$ cat src/rtl/afc_pkg.sv
package afc_pkg;
    localparam int unsigned REG_W  = 32;
    localparam int unsigned OFS_W  = 8;
    localparam int unsigned FLD_W  = REG_W / 2;
    localparam int unsigned NUM_CH = 2;
    localparam int unsigned CH_RD  = 0;
    localparam int unsigned CH_WR  = 1;

    localparam logic [OFS_W-1:0] OFS_BURST = 8'h20;
    localparam logic [OFS_W-1:0] OFS_BYTE  = 8'h30;
    localparam logic [OFS_W-1:0] OFS_FILT  = 8'h30;

    // filter register: compare mask in the upper half, ID in the lower half
    typedef struct packed {
        logic [FLD_W-1:0] care;
        logic [FLD_W-1:0] id;
    } flt_reg_t;

    function automatic logic [OFS_W-1:0] slot_ofs(logic [OFS_W-1:0] base, int unsigned idx);
        return base + OFS_W'(4 * idx);
    endfunction
endpackage

$ cat src/rtl/afc_id_match.sv
module afc_id_match #(
    parameter int unsigned ID_W = 16
) (
    input  logic [ID_W-1:0] txn_id,
    input  logic [ID_W-1:0] flt_id,
    input  logic [ID_W-1:0] flt_care,
    output logic            id_ok
);
    // a care bit of 1 forces that ID bit to agree; 0 ignores it
    assign id_ok = ((txn_id ^ flt_id) & flt_care) == '0;
endmodule

$ cat src/rtl/afc_chan_acc.sv
module afc_chan_acc #(
    parameter int unsigned CNT_W  = 32,
    parameter int unsigned LEN_W  = 8,
    parameter int unsigned SIZE_W = 3
) (
    input  logic              clk,
    input  logic              rst_n,
    input  logic              xfer_fire,
    input  logic              id_ok,
    input  logic              byte_mode,
    input  logic [LEN_W-1:0]  xfer_len,
    input  logic [SIZE_W-1:0] xfer_size,
    output logic [CNT_W-1:0]  burst_tot,
    output logic [CNT_W-1:0]  byte_tot,
    output logic              hit
);
    localparam int unsigned INC_W = LEN_W + (1 << SIZE_W);

    typedef struct packed {
        logic [CNT_W-1:0] bursts;
        logic [CNT_W-1:0] byte_sum;
        logic             hit;
    } acc_st_t;

    acc_st_t          st_d, st_q;
    logic [INC_W-1:0] beats;
    logic [INC_W-1:0] xfer_bytes;
    logic             counted;

    always_comb begin
        beats      = INC_W'(xfer_len) + INC_W'(1);
        xfer_bytes = beats << xfer_size;
        counted    = xfer_fire && id_ok;
        st_d       = st_q;
        st_d.hit   = counted;
        if (counted) begin
            st_d.bursts = st_q.bursts + CNT_W'(1);
            if (byte_mode) begin
                st_d.byte_sum = st_q.byte_sum + CNT_W'(xfer_bytes);
            end
        end
    end

    always_ff @(posedge clk) begin
        if (!rst_n) begin
            st_q <= '0;
        end else begin
            st_q <= st_d;
        end
    end

    assign burst_tot = st_q.bursts;
    assign byte_tot  = st_q.byte_sum;
    assign hit       = st_q.hit;
endmodule

$ cat src/rtl/axi_id_filt_cnt.sv
module axi_id_filt_cnt
    import afc_pkg::*;
#(
    parameter int unsigned ID_W   = 16,
    parameter int unsigned CNT_W  = 32,
    parameter int unsigned LEN_W  = 8,
    parameter int unsigned SIZE_W = 3
) (
    input  logic              clk,
    input  logic              rst_n,
    input  logic              enh_mode,
    input  logic              cfg_wr,
    input  logic [7:0]        cfg_addr,
    input  logic [31:0]       cfg_wdata,
    output logic [31:0]       cfg_rdata,
    input  logic              ar_valid,
    input  logic              ar_ready,
    input  logic [ID_W-1:0]   ar_id,
    input  logic [LEN_W-1:0]  ar_len,
    input  logic [SIZE_W-1:0] ar_size,
    input  logic              aw_valid,
    input  logic              aw_ready,
    input  logic [ID_W-1:0]   aw_id,
    input  logic [LEN_W-1:0]  aw_len,
    input  logic [SIZE_W-1:0] aw_size,
    output logic              rd_hit,
    output logic              wr_hit
);
    flt_reg_t flt_d, flt_q;

    logic [NUM_CH-1:0]              ch_fire;
    logic [NUM_CH-1:0]              ch_ok;
    logic [NUM_CH-1:0]              ch_hit;
    logic [NUM_CH-1:0][ID_W-1:0]    ch_id;
    logic [NUM_CH-1:0][LEN_W-1:0]   ch_len;
    logic [NUM_CH-1:0][SIZE_W-1:0]  ch_size;
    logic [NUM_CH-1:0][CNT_W-1:0]   burst_w;
    logic [NUM_CH-1:0][CNT_W-1:0]   bytes_w;

    // ---- filter register ----
    always_comb begin
        flt_d = flt_q;
        if (cfg_wr && cfg_addr == OFS_FILT) begin
            flt_d = flt_reg_t'(cfg_wdata);
        end
    end

    always_ff @(posedge clk) begin
        if (!rst_n) begin
            flt_q <= '0;
        end else begin
            flt_q <= flt_d;
        end
    end

    // ---- channel fan-in ----
    assign ch_fire[CH_RD] = ar_valid && ar_ready;
    assign ch_id[CH_RD]   = ar_id;
    assign ch_len[CH_RD]  = ar_len;
    assign ch_size[CH_RD] = ar_size;
    assign ch_fire[CH_WR] = aw_valid && aw_ready;
    assign ch_id[CH_WR]   = aw_id;
    assign ch_len[CH_WR]  = aw_len;
    assign ch_size[CH_WR] = aw_size;

    for (genvar c = 0; c < NUM_CH; c++) begin : g_ch
        afc_id_match #(.ID_W(ID_W)) u_match (
            .txn_id   (ch_id[c]),
            .flt_id   (flt_q.id[ID_W-1:0]),
            .flt_care (flt_q.care[ID_W-1:0]),
            .id_ok    (ch_ok[c])
        );

        afc_chan_acc #(.CNT_W(CNT_W), .LEN_W(LEN_W), .SIZE_W(SIZE_W)) u_acc (
            .clk       (clk),
            .rst_n     (rst_n),
            .xfer_fire (ch_fire[c]),
            .id_ok     (ch_ok[c]),
            .byte_mode (enh_mode),
            .xfer_len  (ch_len[c]),
            .xfer_size (ch_size[c]),
            .burst_tot (burst_w[c]),
            .byte_tot  (bytes_w[c]),
            .hit       (ch_hit[c])
        );
    end

    assign rd_hit = ch_hit[CH_RD];
    assign wr_hit = ch_hit[CH_WR];

    // ---- read decode: byte window overlays the filter slot in enhanced mode ----
    always_comb begin
        cfg_rdata = '0;
        if (!enh_mode && cfg_addr == OFS_FILT) begin
            cfg_rdata = flt_q;
        end
        for (int unsigned c = 0; c < NUM_CH; c++) begin
            if (cfg_addr == slot_ofs(OFS_BURST, c)) begin
                cfg_rdata = REG_W'(burst_w[c]);
            end
            if (enh_mode && cfg_addr == slot_ofs(OFS_BYTE, c)) begin
                cfg_rdata = REG_W'(bytes_w[c]);
            end
        end
    end
endmodule

$ cat config.mk
export PLATFORM = sky130hd
export DESIGN_NAME = axi_id_filt_cnt
export DESIGN_NICKNAME = d
export VERILOG_FILES = /design/src/rtl/afc_pkg.sv /design/src/rtl/afc_id_match.sv /design/src/rtl/afc_chan_acc.sv /design/src/rtl/axi_id_filt_cnt.sv
export SDC_FILE = /design/constraint.sdc
export NUM_CORES = 1
export LEC_CHECK = 0
export BUFFER_PORTS_ARGS = -buffer_cell sky130_fd_sc_hd__clkbuf_2
export CAP_MARGIN = 10
export CORE_AREA = 8 8 154 142
export CTS_BUF_LIST = sky130_fd_sc_hd__clkbuf_16
export DETAILED_ROUTE_END_ITERATION = 10
export DIE_AREA = 0 0 162 150
export PLACE_DENSITY = 0.81
export SLEW_MARGIN = 15
export SYNTH_ARGS = -nofsm -noshare
export SYNTH_HDL_FRONTEND = slang
export SYNTH_SLANG_ARGS = --single-unit
$ cat constraint.sdc
create_clock -name clk -period 4.8 [get_ports clk]
set_clock_uncertainty 0.05 [all_clocks]
set_input_delay 0.24 -clock clk [delete_from_list [all_inputs] [get_ports clk]]
set_output_delay 0.24 -clock clk [all_outputs]
set_load 0.02 [all_outputs]
== Word-level counts from Yosys, hierarchy flattened ==
Index checks and enable logic that the tools add are counted.

* Bits of input ports: 102
* Flip-flop bits (word level): 162
* Word-level logic and storage cells: 42
* Output and inout bits: 34

* Reduce and logical (&&, ||, !) cells: 13
* Bitwise logic cells: 4
* Equal/unequal tests: 4
* Multiplexer cells: 5
* Shifts and indexed selects: 2
* $add $sub $neg: 6

{| class="wikitable"
|+ Operator list
! operator !! number
|-
| $mux 32 || 5
|-
| $add 32x1->32 const B || 2
|-
| $add 32x16->32 || 2
|-
| $and 16x16->16 || 2
|-
| $eq 8x6->1 const B || 4
|-
| $logic_not 16->1 || 2
|-
| $shl 16x3->16 || 2
|-
| $xor 16x16->16 || 2
|-
| $add 8x1->9 const B || 2
|-
| $logic_and 1x1->1 || 8
|-
| $reduce_and 2->1 || 2
|-
| $logic_not 1->1 || 1
|}

== Logic depth before layout (Yosys ltp) ==
Gate-level depths: netlist of run 1.

* Depth after elaboration: 7
* Gate-level depth with buffers: 17

== By module ==
A second synthesis of run 1 with hierarchy kept.

* Cells, all modules: 1481
* Area total of the unflattened synthesis: 11259.5 µm²

{| class="wikitable"
|+ Modules (own cells, without submodules)
! module !! area each (µm²) !! instances !! cells an instance
|-
| afc_chan_acc (g_ch[1].u_acc) || 4174.0 || 1 || 546
|-
| afc_chan_acc (g_ch[0].u_acc) || 3945.0 || 1 || 501
|-
| axi_id_filt_cnt || 2707.6 || 1 || 380
|-
| afc_id_match || 216.5 || 2 || 27
|}

== Least setup slack after synthesis of run 1 ==
Ideal clock, no wire load.

* Kind: in2reg
* From: input port ar_len[0]
* To: register g_ch[0].u_acc.st_q, in the netlist g_ch[0].u_acc.byte_tot[25]
* Stages on the path: 13
* Library setup time: 0.137 ns
* Data arrival time: 3.444 ns
* Setup slack: 1.169 ns
* Path through: clkbuf_1 -> nand3_1 -> or4_1 -> o21ai_0 -> a21oi_1 -> mux2i_1 -> ha_1 -> a21o_1 -> a31o_2 -> a221o_1 -> o211ai_1 -> a2111oi_0 -> mux2i_1

* Cells in the longest elaborated chain, start to end: 3

{| class="wikitable"
|+ Ends and longest elaborated chain
! what !! line !! RTL
|-
| start: declaration || axi_id_filt_cnt.sv:19 || <nowiki>input logic [LEN_W-1:0] ar_len,</nowiki>
|-
| $add 8x1->9 || afc_chan_acc.sv:31 || <nowiki>beats = INC_W'(xfer_len) + INC_W'(1);</nowiki>
|-
| $shl 16x3->16 || afc_chan_acc.sv:32 || <nowiki>xfer_bytes = beats << xfer_size;</nowiki>
|-
| $add 32x16->32 || afc_chan_acc.sv:39 || <nowiki>st_d.byte_sum = st_q.byte_sum + CNT_W'(xfer_bytes);</nowiki>
|-
| end signal: assignment || afc_chan_acc.sv:48 || <nowiki>st_q <= st_d;</nowiki>
|-
| end: declaration || afc_chan_acc.sv:25 || <nowiki>acc_st_t st_d, st_q;</nowiki>
|}

No other way between the ends.
A chain may end at the register's enable or synchronous reset.

== Worst setup path after layout of run 1 ==
* From: input port ar_len[0]
* To: register g_ch[0].u_acc.st_q, in the netlist g_ch[0].u_acc.byte_tot[31]

The elaborated chain is that of the path after synthesis.

==> results.yml, run 1 <==
sta:
  timing.setup.tns_ps: 0
  tightest_slew_ps: 1120
  setup_viol: 0
  min_period_over_period_pct: 79.6
  fin_crit_ps: 3820
  slew_headroom_pct: 25.2
  grt_setup_unrepaired: "false"
  hold_violations: 0
  fmax_mhz: 262
  drv_slew: 0
yosys:
  syn_area_per_cell_sq_um: 7.56
  seq_area_frac_synth_pct: 28.7
  synth_seq_cells: 162
  ys_types: 67
  synthesis.area_sq_um: 11300
  yosysWarnings: 0
  synth_edf_count: 0
  synth_nets: 1633
  ys.flop_type: "dfxtp_1"
  async_flop_share_pct: 0
  synth_cells: 1493
worst_setup_path:
  reg2reg_slack_ps: 1650
  cp-start-kind: "input port"
  worstSetupEndpointType: "register"
  max_stage_delay_ps: 670
  cp.required_ps: 5060
  worst_path_max_delay_cell: "o211ai_1"
  r2r_start: "g_ch[1].u_acc.byte_tot[0]$_SDFFE_PN0P_"
  arrival_ps: 4080
  worst-path-max-fanout: 10
  worstSetupStartpoint: "ar_len[0]"
  crit_top_cell: "mux2i_1"
  critPathKind: "input port to register"
  crit_chain: "clkbuf_2, ha_1, and2_0, o21ai_0, o21a_1, nor3_1, mux2i_1, mux2i_1, ha_1, a21o_1, a31o_2, a221o_1, o211ai_1, a2111oi_0, mux2i_1"
clock_tree:
  insertion_delay_ps: 440
  h-tree-depth: 4
  cts_tree: "built"
  cts_made_buffers: 17
  cts_buffer_depth: 2
  root_buffer: "clkbuf_16"
  clk_pin_slew_ps: 70
  clock-sinks: 162
placed_design:
  dp_hpwl_mm: 26.5
  io_buffer_count: 135
  gp_congestion: 0.961
  dpl.cell_count: 1806
pwr:
  switchingPower_mw: 0.886
  combPwrFrac_pct: 13.6
  p_sw_share_pct: 28.8
  ir_worst_vdd_mv: 0.244
  p_seq_share_pct: 44.6
  power.leakage_nw: 5.00
  p_clk_share_pct: 41.8
  p_per_area_nw_per_um2: 238
  internal_power_mw: 2.19
cells_and_area:
  syn2layout_area_growth_pct: 14.3
  nNetsFinal: 1739
  drive_above_1_share_pct: 12.4
  final_cells: 1867
  diodes: 0
floorplanning:
  die_width_um: 162
  core_area_sq_um: 19400
  die_y_um: 150
  dieArea_sq_um: 24300
  ios: 136
  rows: 49
  initial_core_util_pct: 58.3
min_path:
  hold_start: "cfg_wdata[29]"
  min_path_type: "input port to register"
grt:
  first_global_vias: 10862
  grt_pass1_wl_mm: 56.9
  antenna_found_initial: 0
  grt_usage_pct: 29.0
  grt_max_degree: 70
  gr-total-overflow: 0
route:
  first_pass_iters: 5
  drc_errors: 0
  drt-initial-drc-count: 1415
  wl_mm: 36.3
  routedWlPerCell_um: 19.4
  vias: 12197
  vias_per_cell: 6.53
  detail-route-antenna-nets: 0
flow_run:
  cap_violations: 0
outcome:
  outcome: "complete, no violations"
[registers in the layout, indices dropped and copies added, names as in the netlist]
signal and flops:
g_ch.u_acc.hit 2, g_ch.u_acc.byte_tot 64, flt_q 32, g_ch.u_acc.burst_tot 64
[metrics by stage]
stage	power, mW	utilization [%]	hold slack, ps	cell area (sq um)	worst slack [ps]
after floorplan	1.67	-	326	11300	1170
after global placement	1.78	62.3	406	12100	716
after detailed placement	1.79	62.3	420	12100	571
after CTS	3.06	66.6	3.59	12900	1040
after global routing	3.17	66.6	24.0	12900	656
final	3.07	66.6	18.1	12900	978
[power groups by stage]
stage	registers [mW]	logic, mW	clock network [mW]
finish	1.37	0.418	1.29
CTS	1.37	0.410	1.28
global route	1.37	0.459	1.34
detailed placement	1.40	0.389	0
floorplan	1.39	0.272	0
global placement	1.40	0.382	0
[layout make-up]
cell class,instances,area [sq um]
clock buffers,17,425
well taps,255,319
flip-flops and latches,162,3240
repair buffers,182,1100
multi-input cells,1205,7580
clock inverters,15,109
inverters,31,118
fillers,1688,6470
[worst max-delay path, delay by kind of cell]
| family | cells | cell delay [ps] |
|---|---|---|
| simple gates | 2 | 550 |
| compound gates | 7 | 2090 |
| fa+ha+maj | 2 | 560 |
| mux | 3 | 450 |
| buf+inv | 1 | 190 |
[placed cells by master (no fill, tap or decap), types with 17 or more instances in the layout]
cell           Yosys  layout
nand2_1          248     248
dfxtp_1          162     162
a21oi_1          147     147
clkbuf_2           0     135
mux2i_1           74      74
o21ai_0           72      72
nor2_1            64      62
nand3_1           60      60
xor2_1            43      43
nand4_1           40      40
o31ai_1           40      40
or4_1             38      38
ha_1              36      36
dlygate4sd3_1      0      29
inv_1             29      28
a22oi_1           27      27
or3_1             26      26
nand2b_1          24      24
a221o_1           23      23
and3_1            21      21
o211ai_1          20      20
a211oi_1          18      18
buf_4              0      18
clkbuf_16          0      17
[metal layers]
layer	wire [um]	global-route usage, %
met1	15600	39.5
met2	16000	43.5
met3	3070	4.87
met4	1590	14.7
met5	0	0
[timing repair]
action                                  4_1_cts  5_1_grt
buffers inserted                              0        0
resized for setup                             0        0
hold buffers                                 29        0
endpoints found under the setup margin        0        0
hold endpoints to repair                     29        0
[kinds of logic (layout without fill, tap and decap cells)]
kind of cell | Yosys count | after routing | synth area share, %
xor+xnor | 56 | 56 | 4.34
flops | 162 | 162 | 28.7
mux | 74 | 74 | 6.56
simple gates | 595 | 595 | 26.2
buf+inv | 126 | 245 | 4.20
fa+ha+maj | 38 | 38 | 4.34
compound gates | 442 | 442 | 25.7
[Yosys cell counts, types with 8 or more instances]
cell	count	area, sq um
a21oi_1	147	736
o31ai_1	40	300
clkbuf_1	89	334
nor2b_1	10	62.6
nor4_1	8	50.1
dfxtp_1	162	3240
nand3b_1	10	75.1
nand3_1	60	300
nand4_1	40	250
and4_1	10	87.6
a221o_1	23	230
xor2_1	43	377
and3_1	21	131
or3_1	26	163
o21ai_0	72	360
ha_1	36	450
a22oi_1	27	203
nand2b_1	24	150
nand2_1	248	931
o211ai_1	20	150
nor2_1	64	240
a21o_1	11	82.6
xnor2_1	13	114
inv_1	29	109
a211oi_1	18	135
nor3_1	14	70.1
or4_1	38	285
o21a_1	16	120
mux2i_1	74	741
[path summary, 6_finish.rpt]
kind                                                                 to  cells past startpoint
worst max-delay path            g_ch[0].u_acc.byte_tot[31]$_SDFFE_PN0P_                     15
worst min-delay path                             flt_q[29]$_SDFFE_PN0P_                      3
worst max register to register  g_ch[1].u_acc.byte_tot[26]$_SDFFE_PN0P_                      9
worst min register to register  g_ch[0].u_acc.byte_tot[31]$_SDFFE_PN0P_                      2
(Power assumes the default switching activity.)
==> run 2, diff against run 1 <==
==> constraint.sdc (replaced) <==
create_clock -name clk -period 3.9 [get_ports clk]
set_clock_uncertainty 0.05 [all_clocks]
set_input_delay 0.195 -clock clk [delete_from_list [all_inputs] [get_ports clk]]
set_output_delay 0.195 -clock clk [all_outputs]
set_load 0.02 [all_outputs]
==> run 2 against run 1 <==
  * Critical path depth fell by 1
  * Hold slack improved by 280 ps
  * Cell count rose by 0.75%
  * Register-to-register slack got worse by 760 ps
  * Wire length rose by 1.3%
  * Clock power rose by 50%
  * Sequential share of layout area fell by 0.46 points
  * Largest cell class unchanged
  * Highest routed layer unchanged
  * Cell area rose by 1.9%
  * Via count fell by 0.32%
  * Critical endpoint is now g_ch[1].u_acc.byte_tot[26]$_SDFFE_PN0P_
  * Critical path type unchanged
  * Power rose by 35%
==> results.yml, run 2 (synthesis results as in run 1) <==
clock_tree:
  cts_made_buffers: 17
  h-tree-depth: 4
  ctsResizeCount: 0
  clk_pin_slew_ps: 80
  cts_hold_buf: 32
  cts_tree: "built"
  root_buffer: "clkbuf_16"
  cts_buffer_depth: 2
  clock-sinks: 162
  insertion_delay_ps: 440
  post_cts_buffers: 0
grt:
  grt_max_degree: 70
  antenna_found_initial: 1
  first_global_vias: 11045
  gr-total-overflow: 0
  grt_pass1_wl_mm: 58.3
  grt_usage_pct: 29.7
sta:
  fin_crit_ps: 3390
  hold-worst-slack_ps: 298
  min_period_over_period_pct: 87.0
  timing.setup.tns_ps: 0
  setup_viol: 0
  hold_violations: 0
  grt_setup_unrepaired: "false"
  fmax_mhz: 295
  layout_setup_ws_ps: 509
  tightest_slew_ps: 1070
  drv_slew: 0
  slew_headroom_pct: 28.9
worst_setup_path:
  worstSetupEndpointType: "register"
  cp.required_ps: 4220
  cp-start-kind: "input port"
  worst-path-max-fanout: 10
  worst_path_max_delay_cell: "a2111oi_0"
  crit_chain: "clkbuf_2, ha_1, xor2_1, mux2i_1, nor2_1, a21oi_1, mux2i_1, ha_1, o21ai_0, nor2_1, o22ai_1, a211o_1, a2111oi_0, mux2i_1"
  crit_top_cell: "mux2i_1"
  max_stage_delay_ps: 600
  critPathKind: "input port to register"
  arrival_ps: 3710
flow_run:
  cap_violations: 0
floorplanning:
  core_area_sq_um: 19400
  initial_core_util_pct: 58.3
  die_width_um: 162
  ios: 136
  rows: 49
  die_y_um: 150
  dieArea_sq_um: 24300
placed_design:
  gp_congestion: 0.989
  dp_hpwl_mm: 27.0
  placed_area_sq_um: 12200
  place_ws_ps: 138
  io_buffer_count: 135
  dpl.cell_count: 1816
cells_and_area:
  final_common_cell: "nand2_1"
  final_util_pct: 67.8
  final_area_sq_um: 13100
  nNetsFinal: 1752
  syn2layout_area_growth_pct: 16.4
  mostFrequentLayoutCells: "nand2_1, dfxtp_1, a21oi_1"
  final_cells: 1881
  drive_above_1_share_pct: 13.0
  fill_cells: 1647
min_path:
  min_path_type: "input port to register"
route:
  routedWlPerCell_um: 19.5
  vias_per_cell: 6.46
  detail-route-antenna-nets: 0
  drt-initial-drc-count: 1418
  wl_mm: 36.7
  first_pass_iters: 5
  vias: 12158
  drc_errors: 0
pwr:
  power.leakage_nw: 5.13
  power_mw: 4.15
  ir_worst_vdd_mv: 0.335
  p_per_area_nw_per_um2: 316
outcome:
  outcome: "complete, no violations"
==> run 2: cell types whose count changed in the layout (fill, tap and decap cells not counted), sizes merged <==
cell and change:
diode +1, inv +3, clkinv -4, dlygate4sd3 +3
bufinv +5, buf +10, clkinvlp -4
==> run 2: area by class of cell <==
type	instances	area (sq um)	share of cell area [%]
multi-input cells	1205	7580	57.7
diodes	1	2.50	0.0190
flip-flops and latches	162	3240	24.7
repair buffers	195	1210	9.18
clock inverters	15	241	1.84
well taps	255	319	2.43
inverters	31	118	0.895
clock buffers	17	425	3.24
==> run 2: worst paths after layout <==
kind | startpoint | slack [ps] | cells after the start | endpoint
setup reg to reg | g_ch[1].u_acc.byte_tot[0]$_SDFFE_PN0P_ | 890 | 9 | g_ch[1].u_acc.byte_tot[26]$_SDFFE_PN0P_
hold reg to reg | g_ch[0].u_acc.byte_tot[31]$_SDFFE_PN0P_ | 420 | 2 | g_ch[0].u_acc.byte_tot[31]$_SDFFE_PN0P_
hold / removal | cfg_wr | 300 | 5 | flt_q[2]$_SDFFE_PN0P_
setup / recovery | aw_len[0] | 510 | 14 | g_ch[1].u_acc.byte_tot[26]$_SDFFE_PN0P_
==> run 2: power breakdown <==
group	leakage [nW]	switching [mW]	internal, mW	total, mW
combinational	3.50	0.312	0.212	0.523
clock	0.323	0.784	1.16	1.94
sequential	1.31	0.0176	1.67	1.69
total	5.13	1.11	3.04	4.15
==> run 2: routing by layer <==
layer,share of wire [%],vias to the layer above,track usage [%]
met5,0,-,0
met2,45,547,46.1
met1,43,5715,39.8
met3,8.7,77,6.33
li1,-,5819,-
met4,3.1,0,10.8
==> run 2: critical path: cells and delay by family <==
family	cells	cell delay [ps]
compound gates	5	1520
fa+ha+maj	2	750
mux	3	550
simple gates	2	390
buf+inv	1	150
xor+xnor	1	150
==> run 3, diff against run 2 <==
--- a/config.mk
+++ b/config.mk
@@ -11,6 +11,7 @@
 export CTS_BUF_LIST = sky130_fd_sc_hd__clkbuf_16
 export DETAILED_ROUTE_END_ITERATION = 10
 export DIE_AREA = 0 0 162 150
+export MAX_ROUTING_LAYER = met4
 export PLACE_DENSITY = 0.81
 export SLEW_MARGIN = 15
 export SYNTH_ARGS = -nofsm -noshare
==> run 3 against run 2 <==
  * Register-to-register slack got worse by 200 ps
  * Clock power decreased by 9.8%
  * Utilization decreased by 0.33 points
  * Worst setup slack got worse by 210 ps
  * Highest routed layer unchanged
==> results.yml, run 3 (synthesis results as in run 1) <==
outcome:
  outcome: "complete, no violations"
route:
  drt-initial-drc-count: 1422
  detail-route-antenna-nets: 0
  vias: 12264
  dr.max_layer_used: "met4"
  wl_mm: 37.6
  drc_errors: 0
  routedWlPerCell_um: 20.0
  route.met3.wl_mm: 3.46
  vias_per_cell: 6.52
  first_pass_iters: 6
  wirelength_met1_mm: 16.1
  wl_met2_mm: 16.6
grt:
  grt_max_degree: 70
  first_global_vias: 10901
  antenna_found_initial: 0
  gr-total-overflow: 0
  grt_pass1_wl_mm: 58.4
  grt_usage_pct: 30.7
sta:
  hold_violations: 0
  fmax_mhz: 277
  timing.setup.tns_ps: 0
  grt_setup_unrepaired: "false"
  min_period_over_period_pct: 92.5
  drv_slew: 0
  slew_headroom_pct: 29.8
  setup_viol: 0
  fin_crit_ps: 3610
  tightest_slew_ps: 1050
  hold-worst-slack_ps: 306
flow_run:
  cap_violations: 0
worst_setup_path:
  cp-start-kind: "input port"
  worstSetupEndpointType: "register"
  cp.required_ps: 4220
  arrival_ps: 3930
  critPathKind: "input port to register"
  worst-path-max-fanout: 8
placed_design:
  placed_area_sq_um: 12200
  gp_congestion: 1.00
  dpl.cell_count: 1816
  io_buffer_count: 135
  dp_hpwl_mm: 27.4
cells_and_area:
  syn2layout_area_growth_pct: 15.8
  final_common_cell: "nand2_1"
  drive_above_1_share_pct: 12.9
  final_area_sq_um: 13100
  mostFrequentLayoutCells: "nand2_1, dfxtp_1, a21oi_1"
  final_util_pct: 67.5
  nNetsFinal: 1752
  final_cells: 1880
  diodes: 0
pwr:
  internal_power_mw: 2.84
  combPwrFrac_pct: 13.3
  switchingPower_mw: 1.12
  p_seq_share_pct: 42.5
  p_sw_share_pct: 28.3
  p_per_area_nw_per_um2: 303
  p_clk_share_pct: 44.2
  ir_worst_vdd_mv: 0.272
  power.leakage_nw: 5.10
min_path:
  min_path_type: "input port to register"
floorplanning:
  dieArea_sq_um: 24300
  ios: 136
  die_width_um: 162
  die_y_um: 150
  rows: 49
  core_area_sq_um: 19400
  initial_core_util_pct: 58.3
clock_tree:
  post_cts_buffers: 0
  h-tree-depth: 4
  insertion_delay_ps: 450
  cts_buffer_depth: 2
  cts_tree: "built"
  clock-sinks: 162
  ctsResizeCount: 0
  root_buffer: "clkbuf_16"
  cts_made_buffers: 17
  clk_pin_slew_ps: 70
run 3: repair_timing:
action	in CTS	in global routing
setup endpoints to repair	0	0
endpoints found under the hold margin	32	0
hold buffers	32	0
run 3: cell type report:
cell class              count  area [sq um]
clock buffers              17           425
repair buffers            195          1220
fillers                  1633          6300
well taps                 255           319
clock inverters            15           168
multi-input cells        1205          7580
inverters                  31           118
flip-flops and latches    162          3240
run 3: critical path: stages:
cell,delay (ps)
clkbuf_2,140
and3_1,320
and3_1,260
nand2_1,70
a32oi_1,360
a21o_1,200
mux2i_1,120
ha_1,390
nand2_1,120
a21oi_1,210
o221ai_1,170
a211o_1,380
a2111oi_0,730
mux2i_1,250
run 3: per-layer routing:
metal / track usage, % / vias up
li1: - / 5828
met1: 40.5 / 5747
met2: 45.2 / 595
met3: 6.16 / 94
met4: 12.6 / 0
met5: - / -
run 3: final timing paths:
kind / startpoint / endpoint / slack [ps] / depth (start not counted)
worst min-delay path: cfg_wr / flt_q[13]$_SDFFE_PN0P_ / 310 / 5
worst max register to register: g_ch[1].u_acc.byte_tot[0]$_SDFFE_PN0P_ / g_ch[1].u_acc.byte_tot[22]$_SDFFE_PN0P_ / 690 / 9
worst max-delay path: aw_len[3] / g_ch[1].u_acc.byte_tot[22]$_SDFFE_PN0P_ / 290 / 14
worst min register to register: g_ch[0].u_acc.byte_tot[31]$_SDFFE_PN0P_ / g_ch[0].u_acc.byte_tot[31]$_SDFFE_PN0P_ / 420 / 2
run 3: power groups by stage:
stage	combinational [mW]	sequential, mW	clock (mW)
final	0.528	1.69	1.75
after global routing	0.576	1.69	1.83
after CTS	0.515	1.68	1.75
after detailed placement	0.488	1.72	0
after global placement	0.481	1.72	0
after floorplan	0.335	1.72	0
run 3: per-stage QoR:
stage / total power, mW / setup slack (ps)
2_1_floorplan: 2.05 / 314
3_3_place_gp: 2.20 / 178
3_5_place_dp: 2.21 / 63.7
4_1_cts: 3.95 / 429
5_1_grt: 4.09 / 36.5
6_report: 3.97 / 294
